--- src/rtl/edr_pkg.sv ---
package edr_pkg;
    typedef enum logic [0:0] {
        ST_IDLE = 1'b0,
        ST_SEND = 1'b1
    } issue_state_t;

    localparam int CODE_W   = 8;
    localparam int DIR_BIT  = 4;
endpackage

--- src/rtl/edr_sync_edge.sv ---
module edr_sync_edge #(
    parameter int N = 12
) (
    input  logic         clk,
    input  logic         rst_n,
    input  logic [N-1:0] pin_in,
    input  logic [N-1:0] pin_en,
    input  logic [N-1:0] pin_pol,
    output logic [N-1:0] level,
    output logic [N-1:0] hit
);
    for (genvar g = 0; g < N; g++) begin : g_pin
        logic meta_q, sync_q, prev_q;

        always_ff @(posedge clk or negedge rst_n) begin
            if (!rst_n) begin
                meta_q <= 1'b0;
                sync_q <= 1'b0;
                prev_q <= 1'b0;
            end else begin
                meta_q <= pin_in[g];
                sync_q <= meta_q;
                prev_q <= sync_q;
            end
        end

        assign level[g] = sync_q;
        assign hit[g]   = pin_en[g] &
                          (pin_pol[g] ? (sync_q & ~prev_q) : (~sync_q & prev_q));
    end
endmodule

--- src/rtl/edr_pending.sv ---
module edr_pending #(
    parameter int N    = 12,
    parameter int IW   = 4
) (
    input  logic          clk,
    input  logic          rst_n,
    input  logic [N-1:0]  hit,
    input  logic [N-1:0]  hit_dir,
    input  logic          take,
    output logic [N-1:0]  pend,
    output logic          pend_any,
    output logic [IW-1:0] pick_idx,
    output logic          pick_dir
);
    logic [N-1:0] pend_q, dir_q, clr;

    always_comb begin
        pick_idx = '0;
        pick_dir = 1'b0;
        for (int i = N - 1; i >= 0; i--) begin
            if (pend_q[i]) begin
                pick_idx = IW'(i);
                pick_dir = dir_q[i];
            end
        end
    end

    always_comb begin
        clr = '0;
        if (take) clr[pick_idx] = 1'b1;
    end

    always_ff @(posedge clk or negedge rst_n) begin
        if (!rst_n) begin
            pend_q <= '0;
            dir_q  <= '0;
        end else begin
            pend_q <= (pend_q & ~clr) | hit;
            dir_q  <= (dir_q & ~hit) | (hit_dir & hit);
        end
    end

    assign pend     = pend_q;
    assign pend_any = |pend_q;
endmodule

--- src/rtl/edr_issuer.sv ---
module edr_issuer
    import edr_pkg::*;
#(
    parameter int IW  = 4,
    parameter int TSW = 56
) (
    input  logic              clk,
    input  logic              rst_n,
    input  logic              pend_any,
    input  logic [IW-1:0]     pick_idx,
    input  logic              pick_dir,
    input  logic [TSW-1:0]    ts_in,
    input  logic              rec_ready,
    output logic              take,
    output logic              rec_valid,
    output logic [CODE_W-1:0] rec_code,
    output logic [TSW-1:0]    rec_ts
);
    issue_state_t state_q, state_d;
    logic [CODE_W-1:0] code_d;

    always_ff @(posedge clk or negedge rst_n) begin
        if (!rst_n) state_q <= ST_IDLE;
        else        state_q <= state_d;
    end

    always_comb begin
        state_d = state_q;
        take    = 1'b0;
        unique case (state_q)
            ST_IDLE: if (pend_any) begin
                take    = 1'b1;
                state_d = ST_SEND;
            end
            ST_SEND: if (rec_ready) state_d = ST_IDLE;
        endcase
    end

    always_comb begin
        code_d            = '0;
        code_d[IW-1:0]    = pick_idx;
        code_d[DIR_BIT]   = pick_dir;
    end

    always_ff @(posedge clk or negedge rst_n) begin
        if (!rst_n) begin
            rec_code <= '0;
            rec_ts   <= '0;
        end else if (take) begin
            rec_code <= code_d;
            rec_ts   <= ts_in;
        end
    end

    assign rec_valid = (state_q == ST_SEND);
endmodule

--- src/rtl/edge_event_capture.sv ---
module edge_event_capture #(
    parameter int N_PINS = 12,
    parameter int TS_W   = 56
) (
    input  logic              clk,
    input  logic              rst_n,
    input  logic [N_PINS-1:0] pin_in,
    input  logic [N_PINS-1:0] pin_en,
    input  logic [N_PINS-1:0] pin_pol,
    input  logic [N_PINS-1:0] irq_en,
    input  logic [TS_W-1:0]   ts_in,
    output logic              rec_valid,
    input  logic              rec_ready,
    output logic [7:0]        rec_code,
    output logic [TS_W-1:0]   rec_ts,
    output logic [7:0]        lvl_hi,
    output logic [7:0]        lvl_lo,
    output logic              irq_n
);
    localparam int IDX_W  = $clog2(N_PINS);
    localparam int LO_N   = 4;
    localparam int HI_N   = N_PINS - LO_N;

    logic [N_PINS-1:0] level, hit, pend, flight;
    logic              pend_any, pick_dir, take;
    logic [IDX_W-1:0]  pick_idx;

    edr_sync_edge #(.N(N_PINS)) u_sync (
        .clk     (clk),
        .rst_n   (rst_n),
        .pin_in  (pin_in),
        .pin_en  (pin_en),
        .pin_pol (pin_pol),
        .level   (level),
        .hit     (hit)
    );

    edr_pending #(.N(N_PINS), .IW(IDX_W)) u_pend (
        .clk      (clk),
        .rst_n    (rst_n),
        .hit      (hit),
        .hit_dir  (pin_pol),
        .take     (take),
        .pend     (pend),
        .pend_any (pend_any),
        .pick_idx (pick_idx),
        .pick_dir (pick_dir)
    );

    edr_issuer #(.IW(IDX_W), .TSW(TS_W)) u_issue (
        .clk       (clk),
        .rst_n     (rst_n),
        .pend_any  (pend_any),
        .pick_idx  (pick_idx),
        .pick_dir  (pick_dir),
        .ts_in     (ts_in),
        .rec_ready (rec_ready),
        .take      (take),
        .rec_valid (rec_valid),
        .rec_code  (rec_code),
        .rec_ts    (rec_ts)
    );

    always_comb begin
        flight = '0;
        if (rec_valid) flight[rec_code[IDX_W-1:0]] = 1'b1;
    end

    assign irq_n  = ~|((pend | flight) & irq_en);
    assign lvl_hi = 8'(level[N_PINS-1:LO_N]);
    assign lvl_lo = 8'(level[LO_N-1:0]);

    if (HI_N != 8) begin : g_bad_cfg
        initial $error("pass-through packing expects twelve pins");
    end
endmodule

--- config.mk ---
export PLATFORM = sky130hd
export DESIGN_NAME = edge_event_capture
export DESIGN_NICKNAME = d
export VERILOG_FILES = /design/src/rtl/edr_pkg.sv /design/src/rtl/edr_sync_edge.sv /design/src/rtl/edr_pending.sv /design/src/rtl/edr_issuer.sv /design/src/rtl/edge_event_capture.sv
export SDC_FILE = /design/constraint.sdc
export NUM_CORES = 1
export LEC_CHECK = 0
export BUFFER_PORTS_ARGS = -buffer_cell sky130_fd_sc_hd__buf_4
export CORE_MARGIN = 1
export CORE_UTILIZATION = 50
export CTS_BUF_LIST = sky130_fd_sc_hd__clkbuf_16
export DETAILED_ROUTE_END_ITERATION = 10
export PLACE_DENSITY = 0.8
export SLEW_MARGIN = 0
export SYNTH_ARGS = -nofsm -noshare
export SYNTH_HDL_FRONTEND = slang
export SYNTH_HIERARCHICAL = 1
export SYNTH_SLANG_ARGS = --single-unit
--- constraint.sdc ---
create_clock -name clk -period 2.5 [get_ports clk]
set_input_delay 0.5 -clock clk [delete_from_list [all_inputs] [get_ports clk]]
set_output_delay 0.5 -clock clk [all_outputs]
set_load 0.03 [all_outputs]
Word-level counts from Yosys, hierarchy flattened
Index checks and enable logic that the tools add are counted.
{ "word_totals": {"reg_bits": 122, "inputBits": 107, "output_inout_bits": 82, "word_cells": 166} }
{ "op_classes": {"n_lt_le_gt_ge": 4, "mux": 46, "bitwise": 70, "reduce_logical": 5} }
{ "op_table": {"columns": ["operator", "count"], "rows": [
  ["12-bit AND", 4],
  ["4-bit two-way mux", 12],
  ["1-bit AND", 36],
  ["12-bit OR", 3],
  ["1-bit two-way mux", 29],
  ["1-bit NOT", 25],
  ["12-bit two-way mux", 2],
  ["12-bit NOT", 2],
  ["12-bit OR reduction", 2],
  ["4-bit by 5-bit < comparator with 1-bit output, second input constant", 2],
  ["1-bit demux with 4-bit select", 2],
  ["4-bit by 1-bit greater-or-equal comparator with 1-bit output, second input constant", 2],
  ["1-bit logical AND", 2],
  ["1-bit one-hot mux with 2 select lines", 1],
  ["1-bit zero test", 1]
]} }

Logic depth before layout (Yosys ltp)
Gate-level depths: netlist (run 1).
{ "logic_depth": {"ltp_word": 20, "depth_mapped": 9, "ltp_nobuf": 6} }

By module
The synthesis (run 1) kept the hierarchy.
{ "modules_own_cells": {"columns": ["module", "instances", "cells_each", "area_each_um2", "seq_area_each_um2"], "rows": [
  ["edr_issuer", 1, 137, 2648.8, 1551.5],
  ["edr_sync_edge", 1, 84, 1276.2, 900.9],
  ["edr_pending", 1, 114, 1208.7, 600.6],
  ["edge_event_capture", 1, 34, 256.5, 0.0]
]} }

Least setup slack after synthesis (run 1)
Ideal clock, no wire load.
{ "synth_path": {"kind": "register to output", "from": "register u_issue.rec_code[1]", "to": "output port irq_n", "t_arrival_ns": 1.934, "required_time_ns": 2.000, "setup_slack_ns": 0.066, "path_stages_with_launch": 6, "path_buffers": 1, "path_cell_list": "dfrtp_1 buf_6 mux2i_1 a2bb2oi_1 o22ai_1 a2111oi_2"} }
{ "synth_between": {"elab_chain_cells": 9, "elab_cells_between_ends": 10, "classes_between": "order compare: 2; mux: 3; bitwise: 2; reduce/logical: 3"} }
{ "synth_lines": {"columns": ["element", "line_no", "rtl"], "rows": [
  ["start, declared", "edr_issuer.sv:16", "output logic [CODE_W-1:0] rec_code,"],
  ["start signal, assigned", "edr_issuer.sv:50", "rec_code <= code_d;"],
  ["4-bit by 5-bit < comparator with 1-bit output (not written as such) or 4-bit by 1-bit greater-or-equal comparator with 1-bit output (tied branches)", "edge_event_capture.sv:66", "if (rec_valid) flight[rec_code[IDX_W-1:0]] = 1'b1;"],
  ["1-bit logical AND (not written as such)", "edge_event_capture.sv:66", null],
  ["1-bit two-way mux (not written as such)", "edge_event_capture.sv:66", null],
  ["1-bit demux with 4-bit select *", "edge_event_capture.sv:66", null],
  ["12-bit two-way mux *", "edge_event_capture.sv:66", null],
  ["12-bit OR *", "edge_event_capture.sv:69", "assign irq_n = ~|((pend | flight) & irq_en);"],
  ["12-bit AND *", "edge_event_capture.sv:69", null],
  ["12-bit OR reduction *", "edge_event_capture.sv:69", null],
  ["1-bit zero test *", "edge_event_capture.sv:69", null],
  ["end, declared", "edge_event_capture.sv:18", "output logic irq_n"]
]} }
Every way passes the cells marked *; elsewhere a longest branch is shown, timed or not.

Worst setup path in the final report (run 1)
{ "layout_path": {"from": "register u_issue.rec_code[0]", "to": "output port irq_n"} }
Same word-level chain as after synthesis.

==> impl_results.md, run 1 <==
- Switching part of the total: a little over a third
- Kind of critical path: flip-flop to output pin
- Synth unique cells: 51
- CTS tree: done
- Yosys reg bits: between 100 and 150
- Clock Skews: between 8 and 9 ps
- Largest family of logic cells by synthesized area: multiplexers
- GPL Wtd Cong: 0.8172
- H-tree levels: 4
- CTS root buf: clkbuf_16
- Max VDD drop: slightly above 0.9 mV
- Main flop type after synthesis: dfrtp_1
- Post-Synth Simple-Gate Area: 11.77%
- Worst path top cell family by delay: compound AO/OA/AOI/OAI gates
- Hold Crit Class: primary input to asynchronous set/reset pin
- DR WL/cell: approximately 17 um
- Minimum clock period after layout: between 2000 and 2500 ps
- R2R depth: 5
- DR DRC count: 0
- P&R area growth vs syn: 38.18%
- Final count of negative-setup-slack endpoints: 0
- Max-cap violations: 0
- Pin count of the biggest net entering global routing: ~50
- # diodes: 0
- Initial antenna violation count: 0
- WP buf/inv: 1
- Status: finished clean
- Compound-gate portion of the synthesized area: a little under 6%
- Clock buffer depth: 2
- Register area share after synthesis: between 50% and 60%
- Share of post-route cells with drive strength above 1: between 50 and 60%
- FFs w/ async S/R, synth: 100.0%
- Total power: approximately 10 mW
- Startpoint Class: flip-flop
- CTS clk-pin slew, worst paths: ~50 ps
- Unrepaired setup endpoints after global routing: no
- Post-Synth Adder-Cell Area: 0%
- GRT Overall Usage: between 20 and 25%
- Vias in the first global route: 3916
- Die area: about 11000 um^2
- Global-route wire length before repair: ~19000 um
- Largest stage delay, worst path: about 460 ps
- Mux share of post-synthesis cell area: about 19%
- Sequential fraction of design power: 31.6%
- Drt initial violations: between 200 and 250
- Number of enable flip-flop cells after synthesis: 0
- Sink Count: 122
- Syn avg cell area: between 10 and 15 um^2
- Commonest non-fill, non-tap cells in the layout: buf_4, dfrtp_1, mux2_4
- Fin crit share: 96.21%
- Antenna Nets Post-Route: 0
- Final Worst Setup Slack: between 90 and 100 ps
- Gate power share: 40.7%
- Num rows: 37
- WP data arrival: between 1500 and 2000 ps
- Total gr overflow: 0
- Vias: roughly 3.8k
- Fin. Hold Viols: 0
- Worst Max-Slew Pin Slew: about 700 ps
- Port Buffers: 181
- Post-Synth XOR/XNOR Area: 0%
- DR vias/cell: 5.319
- Clock Latency Late Sink: around 400 ps
- CP Data Required Time: roughly 2000 ps
- Initial core utilization: between 50% and 60%
- Inserted Clock Buffers: 17
- Max Slew Vio Count: 0
- Worst Setup End Kind: output pin
- CORE AREA: around 10000 um^2
- Die W: ~110 um
- Internal power: roughly 6.6 mW
- 1st-pass router iterations: 4
- Net Switching: about 3.5 mW
- Worst-path maximum fanout: 10
- Total leakage power: around 3.6 nW
- Slowest-stage cell, CP: dfrtp_2
- Pwr dens: approximately 1400 nW/um^2
- Crit path depth: 5
- Setup WS pre-CTS: around 360 ps
- Slew margin rel.: 52.97%
- CP Cell Sequence: nor2b_1 -> a21oi_1 -> o22ai_1 -> a2111oi_2 -> buf_4
- Final Util: 71.83%
- Fmax: around 0.42 GHz
- Top-level port count: about 190
- Commonest non-fill, non-tap cell in the layout: buf_4
- Routed Wire Length: 11940 um
- Post-DP HPWL: between 8000 and 9000 um
- Synthesized area: 5390 um^2
- Clock share of power: 27.7%
- Final #Nets: roughly 660
- Synth warnings: 6
- Post-Synthesis Cells: about 370
- Setup TNS: 0 ps
- Die Ht: 105.8 um
area by class of cell:
type | instances | area (um^2)
Tap cell | 136 | 170.2
Clock buffer | 17 | 425.4
Clock inverter | 15 | 252.7
Fill cell | 720 | 2922
Timing Repair Buffer | 191 | 1484
Inverter | 8 | 30.03
Multi-Input combinational cell | 216 | 2027
Sequential cell | 122 | 3059
cell families after synthesis:
| kind of cell | Yosys count |
|---|---|
| simple gates | 92 |
| buf+inv | 36 |
| compound gates | 43 |
| mux | 74 |
| flops | 122 |
| other cells | 2 |
cell usage after synthesis (2+ instances only):
cell,n,area (um^2)
mux2_2,14,157.7
a21o_1,6,45.04
o31ai_1,2,15.01
dfrtp_1,122,3053
o21ai_0,7,35.03
conb_1,2,7.510
nand4_1,9,56.30
o22ai_1,2,12.51
nand2b_1,4,25.02
a31oi_1,3,18.77
buf_12,7,140.1
mux2i_1,2,20.02
nor4_2,2,25.02
nor2b_1,5,31.28
nand4bb_1,12,135.1
inv_1,8,30.03
a22oi_1,5,37.54
nor2_1,11,41.29
buf_4,19,142.6
nand4b_1,14,122.6
a21oi_1,6,30.03
mux2_4,58,870.8
o211ai_1,2,15.01
nand2_1,20,75.07
through the flow:
step / cells / cell area (um^2) / hold slack [ps]
2_1_floorplan: 374 / 5409 / 204.4
3_3_place_gp: 667 / 6719 / 332.3
3_5_place_dp: 667 / 6719 / 335.5
4_1_cts: 699 / 7400 / 16.63
5_1_grt: 705 / 7448 / 31.26
6_report: 705 / 7448 / 19.07
registers in the layout (all words and copies together), names as in the netlist, named ones only:
register,cells
u_sync/g_pin.prev_q,12
u_issue/rec_valid,1
u_issue/rec_code,5
u_sync/g_pin.sync_q,12
u_pend/pend,12
u_issue/rec_ts,56
u_sync/g_pin.meta_q,12
layer usage:
metal | routed length, um | global-route usage (%)
met1 | 4846 | 27.19
met2 | 5924 | 35.71
met3 | 1009 | 7.174
met4 | 160 | 8.929
met5 | 0 | 0
power by group through the flow:
stage	Clock (mW)	Sequential [mW]	Combinational, mW
4_1_cts	2.83	3.19	4.02
3_3_place_gp	0	3.17	3.93
6_report	2.79	3.18	4.10
3_5_place_dp	0	3.18	4.01
5_1_grt	2.93	3.26	4.29
2_1_floorplan	0	4.07	1.94
worst paths after layout:
check	from	endpoint	slack, ps
max	u_issue/rec_code[0]	irq_n	90
min	rst_n	u_sync/g_pin[4].prev_q	20
max reg2reg	u_pend/pend[0]	u_issue/rec_ts[52]	520
min reg2reg	u_sync/g_pin[8].meta_q	u_sync/g_pin[8].sync_q	350
max in group asynchronous	rst_n	u_issue/rec_ts[26]	1900
min in group clk	pin_in[3]	u_sync/g_pin[3].meta_q	200
repair_timing:
| action | in CTS | in global routing |
|---|---|---|
| resized for setup | 2 | 3 |
| setup buffers | 0 | 6 |
| hold buffers | 0 | 0 |
| setup endpoints to repair | 1 | 1 |
| pin swaps | 0 | 1 |
(Power assumes the default switching activity.)
==> run 2, diff against run 1 <==
--- a/config.mk
+++ b/config.mk
@@ -10,7 +10,9 @@
 export CORE_UTILIZATION = 50
 export CTS_BUF_LIST = sky130_fd_sc_hd__clkbuf_16
 export DETAILED_ROUTE_END_ITERATION = 10
+export GPL_ROUTABILITY_DRIVEN = 1
 export PLACE_DENSITY = 0.8
+export RECOVER_POWER = 100
 export SLEW_MARGIN = 0
 export SYNTH_ARGS = -nofsm -noshare
 export SYNTH_HDL_FRONTEND = slang
==> run 2 against run 1 <==
Compared with the run above: via count shrank 0.13%; non-clock buffer count unchanged; highest routed layer unchanged; utilization is 2.8 points lower; count of clock-buffer cells in the layout unchanged; setup slack got worse by 12 ps; critical endpoint unchanged; routed wire length decreased by 1.1%; register-to-register slack hardly changed.
==> impl_results.md, run 2 (synthesis results as in run 1) <==
- Max-cap violations: 0 (unchanged)
- Slowest-stage cell, CP: dfrtp_2
- CP Cell Sequence: nor2b_1 -> a21oi_1 -> o22ai_1 -> a2111oi_2 -> buf_4
- Die W: 105.8 um (unchanged)
- Unrepaired setup endpoints after global routing: no
- Status: finished clean
- WHS Path Cells: 1
- GPL Wtd Cong: 0.8172 (unchanged)
- Die area: 11200 um^2 (unchanged)
- Commonest non-fill, non-tap cells in the layout: dfrtp_1, buf_4, clkbuf_1
- GRT Overall Usage: 22.03% (unchanged)
- Worst path top cell family by delay: compound AO/OA/AOI/OAI gates
- CTS root buf: clkbuf_16
- 1st-pass router iterations: 4 (unchanged)
- FILL cells: 808 (+12%)
- CTS tree: done
- Max Slew Vio Count: 0 (unchanged)
- Antenna Nets Post-Route: 0 (unchanged)
- Initial antenna violation count: 0 (unchanged)
- Clock Skews: 6.025 ps (-2.695 ps)
- Final Cell Area: 7157 um^2 (-3.9%)
- Hold Crit Class: primary input to flip-flop
- DR WL/cell: 16.75 um (-1.1%)
- Worst-path maximum fanout: 10 (unchanged)
- Total leakage power: 3.294 nW (-7.6%)
- Worst R2R Start: u_pend/pend[0]
- Clock Latency Late Sink: 400 ps (about the same)
- Max reg flops: 56 (unchanged)
- Vias in the first global route: 3916 (unchanged)
- Placed Area: 6719 um^2 (unchanged)
- CP Data Required Time: 2000 ps (about the same)
- Share of post-route cells with drive strength above 1: 41.12% (-12 points)
- H-tree levels: 4 (unchanged)
- Die Ht: 105.8 um (unchanged)
- Total gr overflow: 0 (unchanged)
- R2R depth: 5 (unchanged)
- Kind of critical path: flip-flop to output pin
- Slew margin rel.: 5.545% (-47 points)
- # diodes: 0 (unchanged)
- Final Worst Setup Slack: 82.51 ps (-12.25 ps)
- DR vias/cell: 5.312 (-0.13%)
- Post-DP HPWL: 8461 um (unchanged)
- Startpoint Class: flip-flop
- Area of the multi-input gates: 2027 um^2 (unchanged)
- Worst hold path endpoint: u_sync/g_pin[4].meta_q
- Largest stage delay, worst path: 470 ps (about the same)
- Setup WS pre-CTS: 362.3 ps (unchanged)
- Drt initial violations: 177 (-15%)
- Flop-to-flop setup slack: 520 ps (about the same)
- Worst Setup End Kind: output pin
- Biggest register: u_issue/rec_ts
- Vias: 3745 (-0.13%)
- Fin crit share: 96.70% (+0.49 points)
- CTS clk-pin slew, worst paths: 50 ps (about the same)
- Worst Max-Slew Pin Slew: 1417 ps (+714.6 ps)
- Routed Wire Length: 11810 um (-1.1%)
- Inserted Clock Buffers: 17 (unchanged)
- Fmax: 0.4137 GHz (-0.51%)
- Commonest non-fill, non-tap cell in the layout: dfrtp_1
- Sink Count: 122 (unchanged)
- Final count of negative-setup-slack endpoints: 0 (unchanged)
- Fin. Hold Viols: 0 (unchanged)
- DR DRC count: 0 (unchanged)
- Num rows: 37 (unchanged)
- Pwr dens: 1343 nW/um^2 (-0.67%)
- Max VDD drop: 0.8281 mV (-9.9%)
- Setup TNS: 0 ps (unchanged)
- Clock buffer depth: 2 (unchanged)
- Initial core utilization: 51.98% (unchanged)
- WP data arrival: 1920 ps (about the same)
- Global-route wire length before repair: 19030 um (unchanged)
- Port Buffers: 181 (unchanged)
- P&R area growth vs syn: 32.78%
- WP buf/inv: 1 (unchanged)
- Reg2reg end: u_pend/pend[6]
- CORE AREA: 10370 um^2 (unchanged)
- Register Area: 3059 um^2 (unchanged)
- Final #Nets: 663 (unchanged)
- Pin count of the biggest net entering global routing: 51 (unchanged)
- Top-level port count: 189 (unchanged)
- Minimum clock period after layout: 2417 ps (+12.25 ps)
- Hold_sp: pin_in[4]
[run 2: cell count changes in the layout (fill, tap and decap cells not counted), sizes merged]
cell    delta
buf       -85
clkbuf    +85
[run 2: worst max-delay path by stage]
stage	cells past startpoint	to	startpoint
after global routing	5	irq_n	u_issue/rec_code[0]
after detailed placement	6	irq_n	irq_en[6]
after global placement	6	irq_n	irq_en[6]
after CTS	5	irq_n	u_issue/rec_code[0]
final	5	irq_n	u_issue/rec_code[0]
after floorplan	5	irq_n	u_issue/rec_code[1]
[run 2: what timing repair did]
| action | 4_1_cts | 5_1_grt |
|---|---|---|
| setup endpoints to repair | 1 | 1 |
| buffers inserted | 0 | 6 |
| pin swaps | 0 | 1 |
| resized for setup | 2 | 3 |
| hold buffers | 0 | 0 |
[run 2: through the flow]
step	total power, mW	utilization [%]	hold WS [ps]	std cells
after global placement	7.099	64.79	332.3	667
after global routing	10.04	69.02	204.0	705
final	9.615	69.02	222.4	705
after detailed placement	7.195	64.79	335.5	667
after CTS	10.05	71.36	16.63	699
after floorplan	6.010	-	204.4	374
[run 2: layout make-up]
class,instances,area share (%)
tap,136,2.378
sequential,122,42.74
timing repair buffer,191,16.66
clock inverter,15,3.531
inverter,8,0.4196
clock buffer,17,5.944
multi-input combinational,216,28.32
[run 2: per-layer routing]
metal | GRT usage (%) | routed length, um | up-vias
li1 | - | - | 1693
met1 | 27.19 | 4719 | 1846
met2 | 35.71 | 5859 | 187
met3 | 7.174 | 1043 | 19
met4 | 8.929 | 188 | 0
met5 | 0 | 0 | -
[run 2: report_power, final]
| group | switching, mW | internal (mW) |
|---|---|---|
| registers | 0.537 | 2.63 |
| clock network | 0.832 | 1.95 |
| logic | 2.10 | 1.57 |
| total | 3.47 | 6.14 |
==> run 3, diff against run 2 <==
--- a/config.mk
+++ b/config.mk
@@ -6,12 +6,14 @@
 export NUM_CORES = 1
 export LEC_CHECK = 0
 export BUFFER_PORTS_ARGS = -buffer_cell sky130_fd_sc_hd__buf_4
-export CORE_MARGIN = 1
-export CORE_UTILIZATION = 50
+export CELL_PAD_IN_SITES_DETAIL_PLACEMENT = 1
+export CELL_PAD_IN_SITES_GLOBAL_PLACEMENT = 1
+export CORE_MARGIN = 8
+export CORE_UTILIZATION = 40
 export CTS_BUF_LIST = sky130_fd_sc_hd__clkbuf_16
 export DETAILED_ROUTE_END_ITERATION = 10
 export GPL_ROUTABILITY_DRIVEN = 1
-export PLACE_DENSITY = 0.8
+export PLACE_DENSITY_LB_ADDON = 0.1
 export RECOVER_POWER = 100
 export SLEW_MARGIN = 0
 export SYNTH_ARGS = -nofsm -noshare
==> run 3 against run 2 <==
Compared with the run above: first-iteration DRC count shrank 6.8%; clock power shrank 17%; maximum frequency grew 2.3%; highest routed layer unchanged.
==> impl_results.md, run 3 (synthesis results as in run 1) <==
- Status: finished clean
- Final Cell Area: 7103 um^2 (-0.75%)
- Antenna Nets Post-Route: 0 (unchanged)
- Port Buffers: 181 (unchanged)
- Total gr overflow: 0 (unchanged)
- CP Cell Sequence: mux2i_1 -> a2bb2oi_1 -> o22ai_1 -> a2111oi_2 -> buf_4
- Clock Skews: 5.804 ps (-0.2211 ps)
- FILL cells: 1364 (+69%)
- Biggest register: u_issue/rec_ts
- WP data arrival: 1860 ps (-60 ps)
- Worst path top cell family by delay: compound AO/OA/AOI/OAI gates
- Max-cap violations: 0 (unchanged)
- Share of post-route cells with drive strength above 1: 41.43% (+0.31 points)
- Register Area: 3058 um^2 (about the same)
- Area of the multi-input gates: 2022 um^2 (-0.25%)
- Largest stage delay, worst path: 430 ps (-40 ps)
- Worst Setup End Kind: output pin
- DR vias/cell: 5.023 (-5.4%)
- P&R area growth vs syn: 31.78%
- Drt initial violations: 165 (-6.8%)
- Hold_sp: pin_in[3]
- Final count of negative-setup-slack endpoints: 0 (unchanged)
- Max reg flops: 56 (unchanged)
- Slew margin rel.: 6.042% (+0.50 points)
- Reg2reg end: u_pend/pend[9]
- WP buf/inv: 1 (unchanged)
- Die W: 132.1 um (+25%)
- R2R depth: 6 (+1)
- Global-route wire length before repair: 22580 um (+19%)
- 1st-pass router iterations: 4 (unchanged)
- Max Slew Vio Count: 0 (unchanged)
- Final #Nets: 666 (+0.45%)
- CTS root buf: clkbuf_16
- Total leakage power: 3.253 nW (-1.2%)
- Minimum clock period after layout: 2363 ps (-54.96 ps)
- Startpoint Class: flip-flop
- Fin. Hold Viols: 0 (unchanged)
- Pin count of the biggest net entering global routing: 57 (+12%)
- DR WL/cell: 18.61 um (+11%)
- Commonest non-fill, non-tap cell in the layout: dfrtp_1
- Commonest non-fill, non-tap cells in the layout: dfrtp_1, buf_4, clkbuf_1
- Fin crit share: 94.50% (-2.2 points)
- Post-DP HPWL: 10350 um (+22%)
- CORE AREA: 13190 um^2 (+27%)
- Clock buffer depth: 2 (unchanged)
- Hold Crit Class: primary input to flip-flop
- Vias: 3757 (+0.32%)
- Sink Count: 122 (unchanged)
- Max VDD drop: 0.6351 mV (-23%)
- Slowest-stage cell, CP: dfrtp_2
- H-tree levels: 4 (unchanged)
- DR DRC count: 0 (unchanged)
- Die Ht: 132.1 um (+25%)
- Top-level port count: 189 (unchanged)
- Num rows: 42 (+14%)
- Placed Area: 6768 um^2 (+0.73%)
- Vias in the first global route: 4315 (+10%)
- Worst-path maximum fanout: 7 (-3)
- Die area: 17450 um^2 (+56%)
- GPL Wtd Cong: 0.8120 (-0.64%)
- Flop-to-flop setup slack: 260 ps (-260 ps)
- Inserted Clock Buffers: 17 (unchanged)
- CTS clk-pin slew, worst paths: 60 ps (about the same)
- Worst R2R Start: u_pend/pend[0]
- WHS Path Cells: 1 (unchanged)
- Pwr dens: 1294 nW/um^2 (-3.6%)
- Initial core utilization: 40.87% (-11 points)
- # diodes: 0 (unchanged)
- Initial antenna violation count: 0 (unchanged)
- Setup WS pre-CTS: 368.8 ps (+6.507 ps)
- CTS tree: done
- Clock Latency Late Sink: 400 ps (about the same)
- Worst hold path endpoint: u_sync/g_pin[3].meta_q
- Worst Max-Slew Pin Slew: 1409 ps (-7.454 ps)
- Final Worst Setup Slack: 137.5 ps (+54.96 ps)
- GRT Overall Usage: 16.28% (-5.7 points)
- Kind of critical path: flip-flop to output pin
- Fmax: 0.4233 GHz (+2.3%)
- Routed Wire Length: 13920 um (+18%)
- CP Data Required Time: 2000 ps (about the same)
run 3: what timing repair did:
action / in CTS / in global routing
hold buffers: 0 / 0
hold endpoints to repair: 0 / 0
endpoints found under the setup margin: 1 / 1
pin swaps: 0 / 1
buffers inserted: 0 / 8
gates resized for setup: 2 / 3
run 3: how the worst max path moves through the flow:
stage,startpoint,end,cells past startpoint
after floorplan,u_issue/rec_code[1],irq_n,5
after global placement,irq_en[6],irq_n,6
after detailed placement,irq_en[6],irq_n,6
after CTS,u_issue/rec_code[3],irq_n,5
after global routing,u_issue/rec_code[0],irq_n,5
final,u_issue/rec_code[1],irq_n,5
run 3: report_power, final:
group	switching [mW]	internal, mW
combinational	2.14	1.59
sequential	0.537	2.62
clock	0.865	1.44
run 3: final cells by class:
cell class                 count  share of cell area (%)
sequential                   122                   43.05
multi-input combinational    216                   28.47
timing repair buffer         194                   17.05
clock buffer                  17                   5.989
tap                          176                   3.100
clock inverter                15                   1.920
inverter                       8                  0.4228
run 3: worst register-to-register path: stages, from the launching register on:
cell and delay [ps]:
dfrtp_1 560, nor4_2 120, nand4_1 100, nor2b_2 670
nand2_2 120, or3b_1 380, a21o_1 180
run 3: stage by stage:
step / hold slack (ps) / TNS, ps / util [%] / instances / power (mW)
floorplan: 204.4 / 0 / - / 374 / 6.010
global placement: 331.6 / 0 / 51.31 / 708 / 7.188
detailed placement: 336.2 / 0 / 51.31 / 708 / 7.288
CTS: 69.23 / 0 / 55.59 / 740 / 9.675
global route: 193.2 / -44.05 / 53.85 / 748 / 9.684
finish: 220.4 / 0 / 53.85 / 748 / 9.194
run 3: per-layer routing:
layer	share of wire, %	vias up	track usage (%)
li1	-	1699	-
met2	48	147	25.29
met1	41	1899	19.14
met5	0	-	0
met3	9.1	12	8.498
met4	1.1	0	4.914
